--- config.mk ---
export PLATFORM = sky130hd
export DESIGN_NAME = wide_instr_decoder
export DESIGN_NICKNAME = d
export VERILOG_FILES = /design/src/rtl/instr_dec_pkg.sv /design/src/rtl/instr_field_split.sv /design/src/rtl/instr_pair_track.sv /design/src/rtl/decode_out_reg.sv /design/src/rtl/wide_instr_decoder.sv
export SDC_FILE = /design/constraint.sdc
export NUM_CORES = 1
export LEC_CHECK = 0
export CELL_PAD_IN_SITES_DETAIL_PLACEMENT = 0
export CELL_PAD_IN_SITES_GLOBAL_PLACEMENT = 2
export CORE_UTILIZATION = 37
export CTS_BUF_LIST = sky130_fd_sc_hd__clkbuf_4 sky130_fd_sc_hd__clkbuf_8 sky130_fd_sc_hd__clkbuf_16
export DETAILED_ROUTE_END_ITERATION = 16
export GPL_TIMING_DRIVEN = 0
export PLACE_DENSITY = 0.89
export SYNTH_ARGS = -nofsm -noshare
export SYNTH_HDL_FRONTEND = slang
export SYNTH_SLANG_ARGS = --single-unit
--- constraint.sdc ---
create_clock -name clk -period 13.4 [get_ports clk]
set_input_delay 1.34 -clock clk [delete_from_list [all_inputs] [get_ports clk]]
set_output_delay 1.34 -clock clk [all_outputs]
set_load 0.05 [all_outputs]
--- src/rtl/instr_dec_pkg.sv ---
package instr_dec_pkg;
  localparam int IMM_W = 32;
  localparam int OFF_W = 16;
  localparam int REG_W = 4;
  localparam int OPC_W = 8;
  localparam int WORD_W = IMM_W + OFF_W + 2 * REG_W + OPC_W;
  localparam int CONST_W = 2 * IMM_W;

  typedef struct packed {
    logic [CONST_W-1:0] imm64;
    logic [OFF_W-1:0]   offset;
    logic [REG_W-1:0]   src;
    logic [REG_W-1:0]   dst;
    logic [OPC_W-1:0]   opcode;
    logic               is_wide;
    logic               err_reg;
    logic               err_pseudo;
    logic               err_trunc;
  } dec_rec_t;

  function automatic logic [CONST_W-1:0] merge_imm(input logic [IMM_W-1:0] hi,
                                                   input logic [IMM_W-1:0] lo);
    return {hi, lo};
  endfunction

  function automatic logic [CONST_W-1:0] sext_imm(input logic [IMM_W-1:0] v);
    return {{IMM_W{v[IMM_W-1]}}, v};
  endfunction

  function automatic logic reg_bad(input logic [REG_W-1:0] r, input int max_reg);
    return int'(r) > max_reg;
  endfunction

  function automatic logic companion_bad(input logic [OFF_W-1:0] off,
                                         input logic [REG_W-1:0] s,
                                         input logic [REG_W-1:0] d,
                                         input logic [OPC_W-1:0] op);
    return (off != '0) || (s != '0) || (d != '0) || (op != '0);
  endfunction
endpackage

--- src/rtl/instr_field_split.sv ---
module instr_field_split
  import instr_dec_pkg::*;
#(
  parameter int MAX_REG = 10
) (
  input  logic [WORD_W-1:0] word,
  output logic [IMM_W-1:0]  imm,
  output logic [OFF_W-1:0]  offset,
  output logic [REG_W-1:0]  src,
  output logic [REG_W-1:0]  dst,
  output logic [OPC_W-1:0]  opcode,
  output logic              src_bad,
  output logic              dst_bad,
  output logic              pseudo_bad
);
  localparam int OPC_LO = 0;
  localparam int DST_LO = OPC_LO + OPC_W;
  localparam int SRC_LO = DST_LO + REG_W;
  localparam int OFF_LO = SRC_LO + REG_W;
  localparam int IMM_LO = OFF_LO + OFF_W;

  always_comb begin
    imm        = word[IMM_LO +: IMM_W];
    offset     = word[OFF_LO +: OFF_W];
    src        = word[SRC_LO +: REG_W];
    dst        = word[DST_LO +: REG_W];
    opcode     = word[OPC_LO +: OPC_W];
    src_bad    = reg_bad(src, MAX_REG);
    dst_bad    = reg_bad(dst, MAX_REG);
    pseudo_bad = companion_bad(offset, src, dst, opcode);
  end
endmodule

--- src/rtl/instr_pair_track.sv ---
module instr_pair_track
  import instr_dec_pkg::*;
(
  input  logic             clk,
  input  logic             rst_n,
  input  logic             take_first,
  input  logic             take_second,
  input  logic [IMM_W-1:0] c_imm,
  input  logic [OFF_W-1:0] c_off,
  input  logic [REG_W-1:0] c_src,
  input  logic [REG_W-1:0] c_dst,
  input  logic [OPC_W-1:0] c_op,
  input  logic             c_dst_bad,
  output logic             pending,
  output logic [IMM_W-1:0] h_imm,
  output logic [OFF_W-1:0] h_off,
  output logic [REG_W-1:0] h_src,
  output logic [REG_W-1:0] h_dst,
  output logic [OPC_W-1:0] h_op,
  output logic             h_dst_bad
);
  always_ff @(posedge clk) begin
    if (!rst_n) begin
      pending <= 1'b0;
    end else if (take_first) begin
      pending <= 1'b1;
    end else if (take_second) begin
      pending <= 1'b0;
    end
  end

  always_ff @(posedge clk) begin
    if (take_first) begin
      h_imm     <= c_imm;
      h_off     <= c_off;
      h_src     <= c_src;
      h_dst     <= c_dst;
      h_op      <= c_op;
      h_dst_bad <= c_dst_bad;
    end
  end

  a_r4_no_double_first: assert property (@(posedge clk) disable iff (!rst_n)
    take_first |-> !pending);
endmodule

--- src/rtl/decode_out_reg.sv ---
module decode_out_reg #(
  parameter int W = 8
) (
  input  logic         clk,
  input  logic         rst_n,
  input  logic         load,
  input  logic [W-1:0] d,
  input  logic         take,
  output logic         valid,
  output logic [W-1:0] q
);
  always_ff @(posedge clk) begin
    if (!rst_n) begin
      valid <= 1'b0;
    end else if (load) begin
      valid <= 1'b1;
    end else if (take) begin
      valid <= 1'b0;
    end
  end

  always_ff @(posedge clk) begin
    if (load) q <= d;
  end

  a_r8_hold_record: assert property (@(posedge clk) disable iff (!rst_n)
    valid && !take |=> valid && $stable(q));
endmodule

--- src/rtl/wide_instr_decoder.sv ---
module wide_instr_decoder
  import instr_dec_pkg::*;
#(
  parameter int          MAX_REG     = 10,
  parameter logic [7:0]  WIDE_OPCODE = 8'h18
) (
  input  logic         clk,
  input  logic         rst_n,
  input  logic         in_valid,
  output logic         in_ready,
  input  logic [63:0]  in_word,
  input  logic         in_last,
  output logic         out_valid,
  input  logic         out_ready,
  output logic [63:0]  out_imm64,
  output logic [15:0]  out_offset,
  output logic [3:0]   out_src,
  output logic [3:0]   out_dst,
  output logic [7:0]   out_opcode,
  output logic [3:0]   out_op_code,
  output logic         out_src_sel,
  output logic [2:0]   out_op_class,
  output logic         out_is_wide,
  output logic         out_err_reg,
  output logic         out_err_pseudo,
  output logic         out_err_trunc
);
  localparam int REC_W = $bits(dec_rec_t);

  logic [IMM_W-1:0] c_imm, h_imm;
  logic [OFF_W-1:0] c_off, h_off;
  logic [REG_W-1:0] c_src, c_dst, h_src, h_dst;
  logic [OPC_W-1:0] c_op, h_op;
  logic c_src_bad, c_dst_bad, c_pseudo_bad, h_dst_bad;
  logic pending;

  // named internal events
  logic accept, wide_now, first_half, second_half, trunc_evt, emit;
  dec_rec_t rec_d, rec_q;

  instr_field_split #(.MAX_REG(MAX_REG)) u_split (
    .word(in_word), .imm(c_imm), .offset(c_off), .src(c_src), .dst(c_dst),
    .opcode(c_op), .src_bad(c_src_bad), .dst_bad(c_dst_bad),
    .pseudo_bad(c_pseudo_bad)
  );

  assign in_ready    = !out_valid || out_ready;
  assign accept      = in_valid && in_ready;
  assign wide_now    = !pending && (c_op == WIDE_OPCODE);
  assign first_half  = accept && wide_now && !in_last;
  assign trunc_evt   = accept && wide_now && in_last;
  assign second_half = accept && pending;
  assign emit        = accept && !first_half;

  instr_pair_track u_pair (
    .clk(clk), .rst_n(rst_n), .take_first(first_half), .take_second(second_half),
    .c_imm(c_imm), .c_off(c_off), .c_src(c_src), .c_dst(c_dst), .c_op(c_op),
    .c_dst_bad(c_dst_bad), .pending(pending), .h_imm(h_imm), .h_off(h_off),
    .h_src(h_src), .h_dst(h_dst), .h_op(h_op), .h_dst_bad(h_dst_bad)
  );

  always_comb begin
    rec_d = '0;
    if (pending) begin
      rec_d.imm64      = merge_imm(c_imm, h_imm);
      rec_d.offset     = h_off;
      rec_d.src        = h_src;
      rec_d.dst        = h_dst;
      rec_d.opcode     = h_op;
      rec_d.is_wide    = 1'b1;
      rec_d.err_reg    = h_dst_bad;
      rec_d.err_pseudo = c_pseudo_bad;
    end else begin
      rec_d.offset  = c_off;
      rec_d.src     = c_src;
      rec_d.dst     = c_dst;
      rec_d.opcode  = c_op;
      if (wide_now) begin
        rec_d.imm64     = merge_imm('0, c_imm);
        rec_d.is_wide   = 1'b1;
        rec_d.err_reg   = c_dst_bad;
        rec_d.err_trunc = 1'b1;
      end else begin
        rec_d.imm64   = sext_imm(c_imm);
        rec_d.err_reg = c_src_bad || c_dst_bad;
      end
    end
  end

  decode_out_reg #(.W(REC_W)) u_out (
    .clk(clk), .rst_n(rst_n), .load(emit), .d(rec_d), .take(out_ready),
    .valid(out_valid), .q(rec_q)
  );

  assign out_imm64      = rec_q.imm64;
  assign out_offset     = rec_q.offset;
  assign out_src        = rec_q.src;
  assign out_dst        = rec_q.dst;
  assign out_opcode     = rec_q.opcode;
  assign out_op_code    = rec_q.opcode[7:4];
  assign out_src_sel    = rec_q.opcode[3];
  assign out_op_class   = rec_q.opcode[2:0];
  assign out_is_wide    = rec_q.is_wide;
  assign out_err_reg    = rec_q.err_reg;
  assign out_err_pseudo = rec_q.err_pseudo;
  assign out_err_trunc  = rec_q.err_trunc;

  a_r4_first_silent: assert property (@(posedge clk) disable iff (!rst_n)
    first_half |=> !out_valid);
  a_r4_merge_emits: assert property (@(posedge clk) disable iff (!rst_n)
    second_half |=> out_valid && out_is_wide && !out_err_trunc);
  a_r5_pseudo_only_wide: assert property (@(posedge clk) disable iff (!rst_n)
    out_valid && out_err_pseudo |-> out_is_wide && !out_err_trunc);
  a_r7_trunc_record: assert property (@(posedge clk) disable iff (!rst_n)
    trunc_evt |=> out_valid && out_err_trunc && (out_imm64[63:32] == '0));
  a_r3_sign_extend: assert property (@(posedge clk) disable iff (!rst_n)
    out_valid && !out_is_wide |-> out_imm64[63:32] == {32{out_imm64[31]}});
  a_r6_dst_range: assert property (@(posedge clk) disable iff (!rst_n)
    out_valid && (int'(out_dst) > MAX_REG) |-> out_err_reg);
  a_r8_stall_blocks: assert property (@(posedge clk) disable iff (!rst_n)
    out_valid && !out_ready |-> !accept);
endmodule

== After elaboration in Yosys (flattened, before gate mapping) ==
Index checks and enable logic that the tools add are counted.

* Flip-flop bits (word level): 167
* Bits of input ports: 69

* Order comparisons: 2
* Equality and inequality tests: 1
* Mux-type cells: 8
* Reduce and logical (&&, ||, !) cells: 21

{| class="wikitable"
|+ Operators with widths
! cell !! number
|-
| 2-to-1 mux 98 bit || 1
|-
| 2-to-1 mux 64 bit || 1
|-
| nonzero test 16 bit || 1
|-
| equality test 8 x 5 -> 1 bit, second input constant || 1
|-
| greater-than comparator 4 bit, second input constant || 2
|-
| nonzero test 4 bit || 2
|-
| nonzero test 8 bit || 1
|-
| logical AND 1 bit || 6
|-
| 2-to-1 mux 1 bit || 6
|-
| logical OR 1 bit || 5
|-
| zero test 1 bit || 4
|-
| nonzero test 2 bit || 2
|}

== Depth between registers and ports, before layout ==
Gate-level depths: netlist (run 1).

* Depth in word-level cells: 8
* Mapped depth: 5
* Gate-level depth less buffers: 3

== Modules after synthesis ==
A second synthesis (run 1) with hierarchy kept.

* Cell total of the unflattened synthesis: 386
* Area, all modules: 6807.8 um^2

{| class="wikitable"
|+ By module, submodules not included
! module !! instances !! cells each !! area each (um^2) !! sequential area each (um^2)
|-
| decode_out_reg || 1 || 103 || 3044.2 || 3022.9
|-
| instr_pair_track || 1 || 68 || 1993.2 || 1971.9
|-
| wide_instr_decoder || 1 || 136 || 1198.6 || 0.0
|-
| instr_field_split || 1 || 79 || 571.8 || 0.0
|}

== Worst setup path after synthesis (run 1) ==
Ideal clock, no wire load.

* Kind: input -> register
* Start: input port out_ready
* End: register u_pair.h_dst[0] (enable)
* Setup time: 0.674 ns
* Data arrival time: 8.767 ns
* Data required time: 12.726 ns
* Setup slack: 3.958 ns
* Stages on the path: 3
* Cell sequence: nand2b_1 > and2_1 > nor4b_1

* Cells in the longest elaborated chain, start to end: 4

{| class="wikitable"
|+ Ends and longest elaborated chain
! item !! line !! RTL
|-
| start: declaration || wide_instr_decoder.sv:14 || <nowiki>input logic out_ready,</nowiki>
|-
| logical OR 1 bit || wide_instr_decoder.sv:47 || <nowiki>assign in_ready = !out_valid || out_ready;</nowiki>
|-
| logical AND 1 bit || wide_instr_decoder.sv:48 || <nowiki>assign accept = in_valid && in_ready;</nowiki>
|-
| logical AND 1 bit || - ||
|-
| logical AND 1 bit || wide_instr_decoder.sv:50 || <nowiki>assign first_half = accept && wide_now && !in_last;</nowiki>
|-
| net first_half || wide_instr_decoder.sv:38 || <nowiki>logic accept, wide_now, first_half, second_half, trunc_evt, emit;</nowiki>
|-
| end signal: assignment || instr_pair_track.sv:37 || <nowiki>h_dst <= c_dst;</nowiki>
|-
| end: declaration || instr_pair_track.sv:18 || <nowiki>output logic [REG_W-1:0] h_dst,</nowiki>
|}

The timed path passes the listed nets, and every way through them passes these cells.
A chain may end at the register's enable or synchronous reset.

== Worst setup path in the final report (run 1) ==
* Start: input port out_ready
* End: output port in_ready

* Cells in the longest elaborated chain, start to end: 1

{| class="wikitable"
|+ Ends and longest elaborated chain
! item !! line !! RTL
|-
| logical OR 1 bit || wide_instr_decoder.sv:47 ||
|-
| end: declaration || wide_instr_decoder.sv:10 || <nowiki>output logic in_ready,</nowiki>
|}

No other way between the ends.

==> results.txt, run 1 <==
----------------------------------------------------
[Pwr]
  IR Drop Worst-Case VDD ... 0.0778 mV
  Total chip power ... 1.26 mW
  Pwr Density ... 138 nW/um2
  Leakage component of the power ... 3.24 nW

[Final layout]
  Final net count ... 601
  Flip-flop and latch area ... 4990 um2
  P&R area growth vs syn ... 44.0%
  FILL cells ... 1326
  Area occupied by multi-input gates ... 1200 um2
  Fraction of layout instances using a drive strength above 1 ... 0.237
  Leading cell type in the layout, fill and taps excluded ... sky130_fd_sc_hd__clkdlybuf4s50_1
  ANT cells ... 0
  Finished Layout Cells ... 765
  Commonest cells after routing, fill and taps aside ... sky130_fd_sc_hd__clkdlybuf4s50_1 (178), sky130_fd_sc_hd__edfxtp_1 (165), sky130_fd_sc_hd__mux2_2 (62), sky130_fd_sc_hd__a21o_1 (31), sky130_fd_sc_hd__clkbuf_16 (17)

[Worst setup path]
  Largest fanout of any net on the critical path ... 5
  Reg-to-reg critical path startpoint ... u_pair.pending$_SDFFE_PN0P_
  Endpoint of the lowest-slack register-to-register path ... u_pair.h_off[0]$_DFFE_PP_
  Logic depth of the worst register-to-register path ... 7
  Crit path capture type ... primary output
  Crit path required time ... 12060 ps
  Arrival time of data at the critical path endpoint ... 2870 ps
  Worst setup path startpoint ... out_ready
  Kind of critical path ... input pin to primary output
  Setup crit start kind ... input pin
  Slack of the worst reg-to-reg path ... 10730 ps

[Timing]
  Final setup violation count ... 0
  Relative slew margins ... 0.387
  Final Hold Viols ... 0
  Largest clock skew in the final design ... 5.69 ps
  Transition at the pin with the smallest max-transition slack ... 917 ps
  Count of final max-slew check failures ... 0
  Final worst path period need ... 4210 ps
  Worst hold slack across all endpoints ... 513 ps
  Max frequency ... 238 MHz
  Fraction of the cycle the final worst path needs ... 0.314
  Final Worst Setup Slack ... 9190 ps
  Sum Neg Setup Slack ... 0 ps
  RSZ-0062 raised after global routing ... false

[Yosys]
  Fraction of the yosys area taken by sequential cells ... 0.789
  Area of the mapped netlist ... 6330 um2
  Synth Register Bits ... 167
  Net Count, Synth ... 393
  Synth Warn # ... 0
  Library cells used by synthesis ... 28
  Post-synthesis cell count ... 324
  Average instance area after synthesis ... 19.5 um2

[Clock network]
  Post-CTS sizing ... 0
  Clock tree from TritonCTS ... yes
  Total number of H-tree levels ... 4
  Later-pin clock latency in the skew report ... 410 ps
  Worst-path clk slew ... 60 ps
  # Post-CTS Setup Buffers ... 0
  Total clock buffers created by CTS ... 17
  Clock root cell ... sky130_fd_sc_hd__clkbuf_16
  CTS max path bufs ... 2
  Number of buffers inserted by hold repair at cts ... 0
  CTS Sinks ... 167

[Detailed routing]
  DRT Wirelength ... 13500 um
  Via density ... 4.70
  Post-route DRC ... 0
  DRT antenna net count ... 0
  Detailed router's first-iteration violation count ... 180
  Total iterations of the first detailed-routing run ... 6
  Vias post-DR ... 3595
  Detailed-route wire length per cell ... 17.6 um

[Floorplan]
  Total number of placement rows ... 47
  Die area ... 17600 um2
  Standard cell core area ... 16600 um2
  Overall die height ... 133 um
  Initial core utilization ... 0.380
  Die extent in x ... 133 um
  I/O pin cnt ... 179

[Place]
  Dpl cells ... 733
  Detailed placement HPWL ... 9530 um
  Weighted congestion reported at the end of routability-driven placement ... 0.743
  Worst setup slack after placement ... 8990 ps
  Input/output buffers ... 178

[Min path]
  Worst hold path endpoint ... u_out.q[67]$_DFFE_PP_
  Number of instances on the worst hold path ... 2
  Worst hold path class ... register to register
  Origin of the worst min-delay path ... u_pair.h_imm[31]$_DFFE_PP_

[GRT]
  Residual overflow from global routing ... 0
  Global routing met3 resource utilization ... 0.0655
  All-layer global routing usage ... 0.159
  Pin count of the biggest net entering global routing ... 40
  First-pass GRT wire length ... 20800 um
  Number of global-route vias before repair ... 3826
  Highest-utilization routing layer at the global route stage ... met2
  Met1 usage ... 0.189
  Grt met2 use ... 0.258
  Antenna violations before repair ... 0

[Outcome]
  Run status ... complete, no violations

[Job]
  Number of max-cap violations ... 0

----------------------------------------------------
-- through the flow --
step           instance area, um2  utilization
6_report                     9110        0.547
5_1_grt                      9110        0.547
4_1_cts                      9110        0.547
3_5_place_dp                 8510        0.511
3_3_place_gp                 8380        0.504
2_1_floorplan                6330            -
-- synthesized netlist by cell type (all sizes together) --
| library cell | n | area (um2) |
|---|---|---|
| o31a | 3 | 26.3 |
| and2 | 1 | 6.26 |
| a21oi | 3 | 15.0 |
| nand4b | 1 | 8.76 |
| nor4b | 1 | 8.76 |
| and4bb | 1 | 12.5 |
| o21ai | 1 | 5.00 |
| nand3 | 1 | 5.00 |
| a211oi | 1 | 7.51 |
| o32ai | 1 | 8.76 |
| buf | 20 | 120 |
| o21a | 1 | 7.51 |
| mux2 | 62 | 698 |
| nor2b | 1 | 6.26 |
| nand4 | 1 | 6.26 |
| edfxtp | 165 | 4950 |
| a21o | 31 | 233 |
| nor4 | 7 | 58.8 |
| inv | 1 | 3.75 |
| clkbuf | 3 | 11.3 |
| o311a | 1 | 10.0 |
| nand2b | 6 | 37.5 |
| nand2 | 6 | 25.0 |
| dfxtp | 2 | 40.0 |
| nor2 | 3 | 11.3 |
-- power by group --
| group | switching [mW] | total (mW) | leakage, nW | internal, mW |
|---|---|---|---|---|
| logic | 0.101 | 0.163 | 1.39 | 0.0625 |
| clock network | 0.201 | 0.496 | 0.284 | 0.294 |
| registers | 0.00570 | 0.602 | 1.57 | 0.596 |
| total | 0.308 | 1.26 | 3.24 | 0.953 |
-- metal layers --
layer | wire length, um | vias to the layer above
met2 | 6610 | 126
met3 | 999 | 13
met1 | 5690 | 1765
li1 | - | 1691
met4 | 169 | 0
met5 | 0 | -
-- final cells by class --
class	count	area share
timing repair buffer	189	0.208
tap	220	0.0302
buffer	23	0.0144
inverter	1	0.000412
multi-input combinational	133	0.132
clock inverter	15	0.0195
clock buffer	17	0.0467
sequential	167	0.548
-- worst max-delay path: stages --
cell                              delay (ps)
sky130_fd_sc_hd__clkdlybuf4s50_1         450
sky130_fd_sc_hd__nand2b_1                230
sky130_fd_sc_hd__clkdlybuf4s50_1         850
-- logic make-up after synthesis --
kind of cell / synth area share
and+or+nand+nor: 0.0295
DFF: 0.789
AOI/OAI and AO/OA: 0.0494
muxes: 0.110
buffers and inverters: 0.0214
-- registers in the layout, indices dropped and copies added, names as in the netlist --
register / flops
u_pair.h_dst_bad: 1
u_out.q: 100
u_pair.h_imm: 32
u_pair.h_dst: 4
u_pair.h_src: 4
u_out.valid: 1
u_pair.h_off: 16
u_pair.pending: 1
u_pair.h_op: 8
-- worst max-delay path by stage --
| stage | slack [ps] | endpoint | cells after the start |
|---|---|---|---|
| global placement | -390 | u_pair.h_imm[3]$_DFFE_PP_ | 4 |
| finish | 9190 | in_ready | 3 |
| floorplan | 3960 | u_pair.h_dst[0]$_DFFE_PP_ | 3 |
| detailed placement | 8990 | u_pair.h_off[7]$_DFFE_PP_ | 8 |
| CTS | 9200 | in_ready | 3 |
| global route | 9150 | in_ready | 3 |
No activity file was read; power rests on OpenSTA's default activity.
==> run 2: changes to the inputs <==
--- a/config.mk
+++ b/config.mk
@@ -7,11 +7,11 @@
 export LEC_CHECK = 0
 export CELL_PAD_IN_SITES_DETAIL_PLACEMENT = 0
 export CELL_PAD_IN_SITES_GLOBAL_PLACEMENT = 2
-export CORE_UTILIZATION = 37
+export CORE_UTILIZATION = 31
 export CTS_BUF_LIST = sky130_fd_sc_hd__clkbuf_4 sky130_fd_sc_hd__clkbuf_8 sky130_fd_sc_hd__clkbuf_16
 export DETAILED_ROUTE_END_ITERATION = 16
 export GPL_TIMING_DRIVEN = 0
-export PLACE_DENSITY = 0.89
+export PLACE_DENSITY = 0.79
 export SYNTH_ARGS = -nofsm -noshare
 export SYNTH_HDL_FRONTEND = slang
 export SYNTH_SLANG_ARGS = --single-unit
==> constraint.sdc (replaced) <==
create_clock -name clk -period 3.4 [get_ports clk]
set_input_delay 0.34 -clock clk [delete_from_list [all_inputs] [get_ports clk]]
set_output_delay 0.34 -clock clk [all_outputs]
set_load 0.05 [all_outputs]
==> results.txt, run 2 (synthesis results as in run 1) <==
----------------------------------------------------
[Timing]
  Largest clock skew in the final design ... 7.44 ps
  Final worst path period need ... 2470 ps
  Final Hold Viols ... 0
  Fraction of the cycle the final worst path needs ... 0.726
  Count of final max-slew check failures ... 0
  Transition at the pin with the smallest max-transition slack ... 776 ps
  RSZ-0062 raised after global routing ... false
  Relative slew margins ... 0.483
  Max frequency ... 405 MHz
  Final setup violation count ... 0

[Pwr]
  Combinational share of power ... 0.131
  Leakage component of the power ... 3.24 nW
  P_int ... 3.75 mW
  Switching part of the total power ... 0.242
  Switching pwr ... 1.20 mW
  Proportion of power drawn by flip-flops and latches ... 0.479
  Pwr Density ... 541 nW/um2
  IR Drop Worst-Case VDD ... 0.330 mV
  Clock network fraction of total power ... 0.390

[Final layout]
  Fraction of layout instances using a drive strength above 1 ... 0.230
  Final net count ... 596
  Design area ... 9150 um2
  Finished Layout Cells ... 805
  ANT cells ... 0
  Leading registers by flop count ... u_out.q: 100 flops, u_pair.h_imm: 32 flops, u_pair.h_off: 16 flops
  Commonest cells after routing, fill and taps aside ... sky130_fd_sc_hd__clkdlybuf4s50_1 (178), sky130_fd_sc_hd__edfxtp_1 (165), sky130_fd_sc_hd__mux2_2 (62), sky130_fd_sc_hd__a21o_1 (31), sky130_fd_sc_hd__clkbuf_16 (17)
  Leading cell type in the layout, fill and taps excluded ... sky130_fd_sc_hd__clkdlybuf4s50_1
  FILL cells ... 1691
  P&R area growth vs syn ... 44.6%
  Register ranked first by flip-flop count ... u_out.q
  Largest register FFs ... 100

[Detailed routing]
  Total iterations of the first detailed-routing run ... 4
  Detailed router's first-iteration violation count ... 152
  Vias post-DR ... 3641
  DRT antenna net count ... 0
  Detailed-route wire length per cell ... 18.0 um
  Via density ... 4.52
  Detailed-routed wire length on met2 ... 6960 um
  Post-route DRC ... 0
  Met1 wire length ... 6320 um
  Highest metal layer used by the detailed router ... met4
  DRT Wirelength ... 14500 um
  Routed wl met3 ... 903 um

[Clock network]
  Total clock buffers created by CTS ... 17
  Total number of H-tree levels ... 4
  # Post-CTS Setup Buffers ... 0
  CTS Sinks ... 167
  Number of buffers inserted by hold repair at cts ... 0
  Worst-path clk slew ... 60 ps
  Clock tree from TritonCTS ... yes
  Post-CTS sizing ... 0
  Clock root cell ... sky130_fd_sc_hd__clkbuf_16
  Later-pin clock latency in the skew report ... 410 ps
  CTS max path bufs ... 2

[Worst setup path]
  Arrival time of data at the critical path endpoint ... 2580 ps
  Most used cell along the critical path ... sky130_fd_sc_hd__buf_6
  Setup crit start kind ... input pin
  Logic depth of the worst register-to-register path ... 5
  Largest fanout of any net on the critical path ... 16
  CP top delay family ... simple AND/OR/NAND/NOR gates
  Endpoint of the lowest-slack register-to-register path ... u_pair.h_imm[15]$_DFFE_PP_
  Crit path capture type ... register
  Library cell contributing the largest single delay on the critical path ... sky130_fd_sc_hd__nor4b_4
  Kind of critical path ... input pin to register
  Reg-to-reg critical path startpoint ... u_pair.pending$_SDFFE_PN0P_
  WP buf/inv ... 3
  Worst path cell trace ... clkdlybuf4s50_1 > nor4_4 > nand2_2 > nor4b_4 > buf_6 > buf_6
  Slack of the worst reg-to-reg path ... 1190 ps
  Crit path required time ... 3510 ps
  Slowest stage delay, CP ... 540 ps

[Place]
  Input/output buffers ... 178
  Area of placed instances ... 8560 um2
  Dpl cells ... 773
  Weighted congestion reported at the end of routability-driven placement ... 0.767
  Detailed placement HPWL ... 9940 um

[GRT]
  Residual overflow from global routing ... 0
  Number of global-route vias before repair ... 3777
  All-layer global routing usage ... 0.143
  First-pass GRT wire length ... 21600 um
  Antenna violations before repair ... 0
  Pin count of the biggest net entering global routing ... 54

[Min path]
  Origin of the worst min-delay path ... u_pair.h_imm[31]$_DFFE_PP_
  Worst hold path class ... register to register
  Worst hold path endpoint ... u_out.q[67]$_DFFE_PP_
  Number of instances on the worst hold path ... 2

[Floorplan]
  Overall die height ... 145 um
  Initial core utilization ... 0.321
  Die extent in x ... 145 um
  Die area ... 21000 um2
  Total number of placement rows ... 51
  Standard cell core area ... 19700 um2
  I/O pin cnt ... 179

[Job]
  Number of max-cap violations ... 0

[Outcome]
  Run status ... complete, no violations

----------------------------------------------------
==> run 2: cell types whose count changed in the layout (fill, tap and decap cells not counted), sizes merged <==
cell and change:
clkinvlp -4, clkbuf +1, inv -2, clkinv +5
buf -5
==> run 2: final cells by class <==
class                           count  area, um2  share of cell area
Buffer                             23        131              0.0144
Clock buffer                       18        433              0.0473
Clock inverter                     14        156              0.0171
Inverter                            1       3.75            0.000410
Multi-Input combinational cell    133       1230               0.134
Sequential cell                   167       5000               0.546
Tap cell                          265        332              0.0362
Timing Repair Buffer              184       1870               0.204
==> run 2: power by group through the flow <==
| stage | logic (mW) | clock network [mW] | registers (mW) |
|---|---|---|---|
| final | 0.647 | 1.93 | 2.37 |
| after global placement | 0.637 | 0 | 2.42 |
| after CTS | 0.654 | 1.98 | 2.37 |
| after global routing | 0.677 | 2.07 | 2.38 |
| after detailed placement | 0.651 | 0 | 2.42 |
| after floorplan | 0.115 | 0 | 2.67 |
==> run 2: worst max path at each step <==
stage | from | end | slack [ps] | cells after the start
after global routing | in_word[7] | u_pair.h_imm[15]$_DFFE_PP_ | 820 | 6
after detailed placement | in_word[7] | u_pair.h_imm[20]$_DFFE_PP_ | 430 | 6
final | in_word[7] | u_pair.h_imm[15]$_DFFE_PP_ | 930 | 6
after floorplan | in_word[7] | u_pair.h_dst[0]$_DFFE_PP_ | -10 | 3
after global placement | in_word[7] | u_pair.h_imm[20]$_DFFE_PP_ | -2090 | 4
after CTS | in_word[7] | u_pair.h_imm[15]$_DFFE_PP_ | 870 | 6
==> run 2: through the flow <==
stage / util / hold slack, ps / TNS (ps) / setup WS (ps) / power [mW]
5_1_grt: 0.464 / 517 / 0 / 820 / 5.13
3_5_place_dp: 0.434 / 508 / 0 / 435 / 3.07
4_1_cts: 0.464 / 513 / 0 / 869 / 5.01
6_report: 0.464 / 520 / 0 / 931 / 4.95
3_3_place_gp: 0.429 / 513 / -177300 / -2090 / 3.06
2_1_floorplan: - / 439 / -620 / -9.53 / 2.78
==> run 2: layer usage <==
| metal | vias to the layer above | track usage |
|---|---|---|
| li1 | 1684 | - |
| met1 | 1816 | 0.177 |
| met2 | 126 | 0.228 |
| met3 | 15 | 0.0464 |
| met4 | 0 | 0.0632 |
| met5 | - | 0 |
==> run 2: worst register-to-register path, delay by kind of cell, from the launching register on <==
family                 cells  cell delay (ps)
buffers and inverters      4              970
DFF                        1              290
and+or+nand+nor            1              650
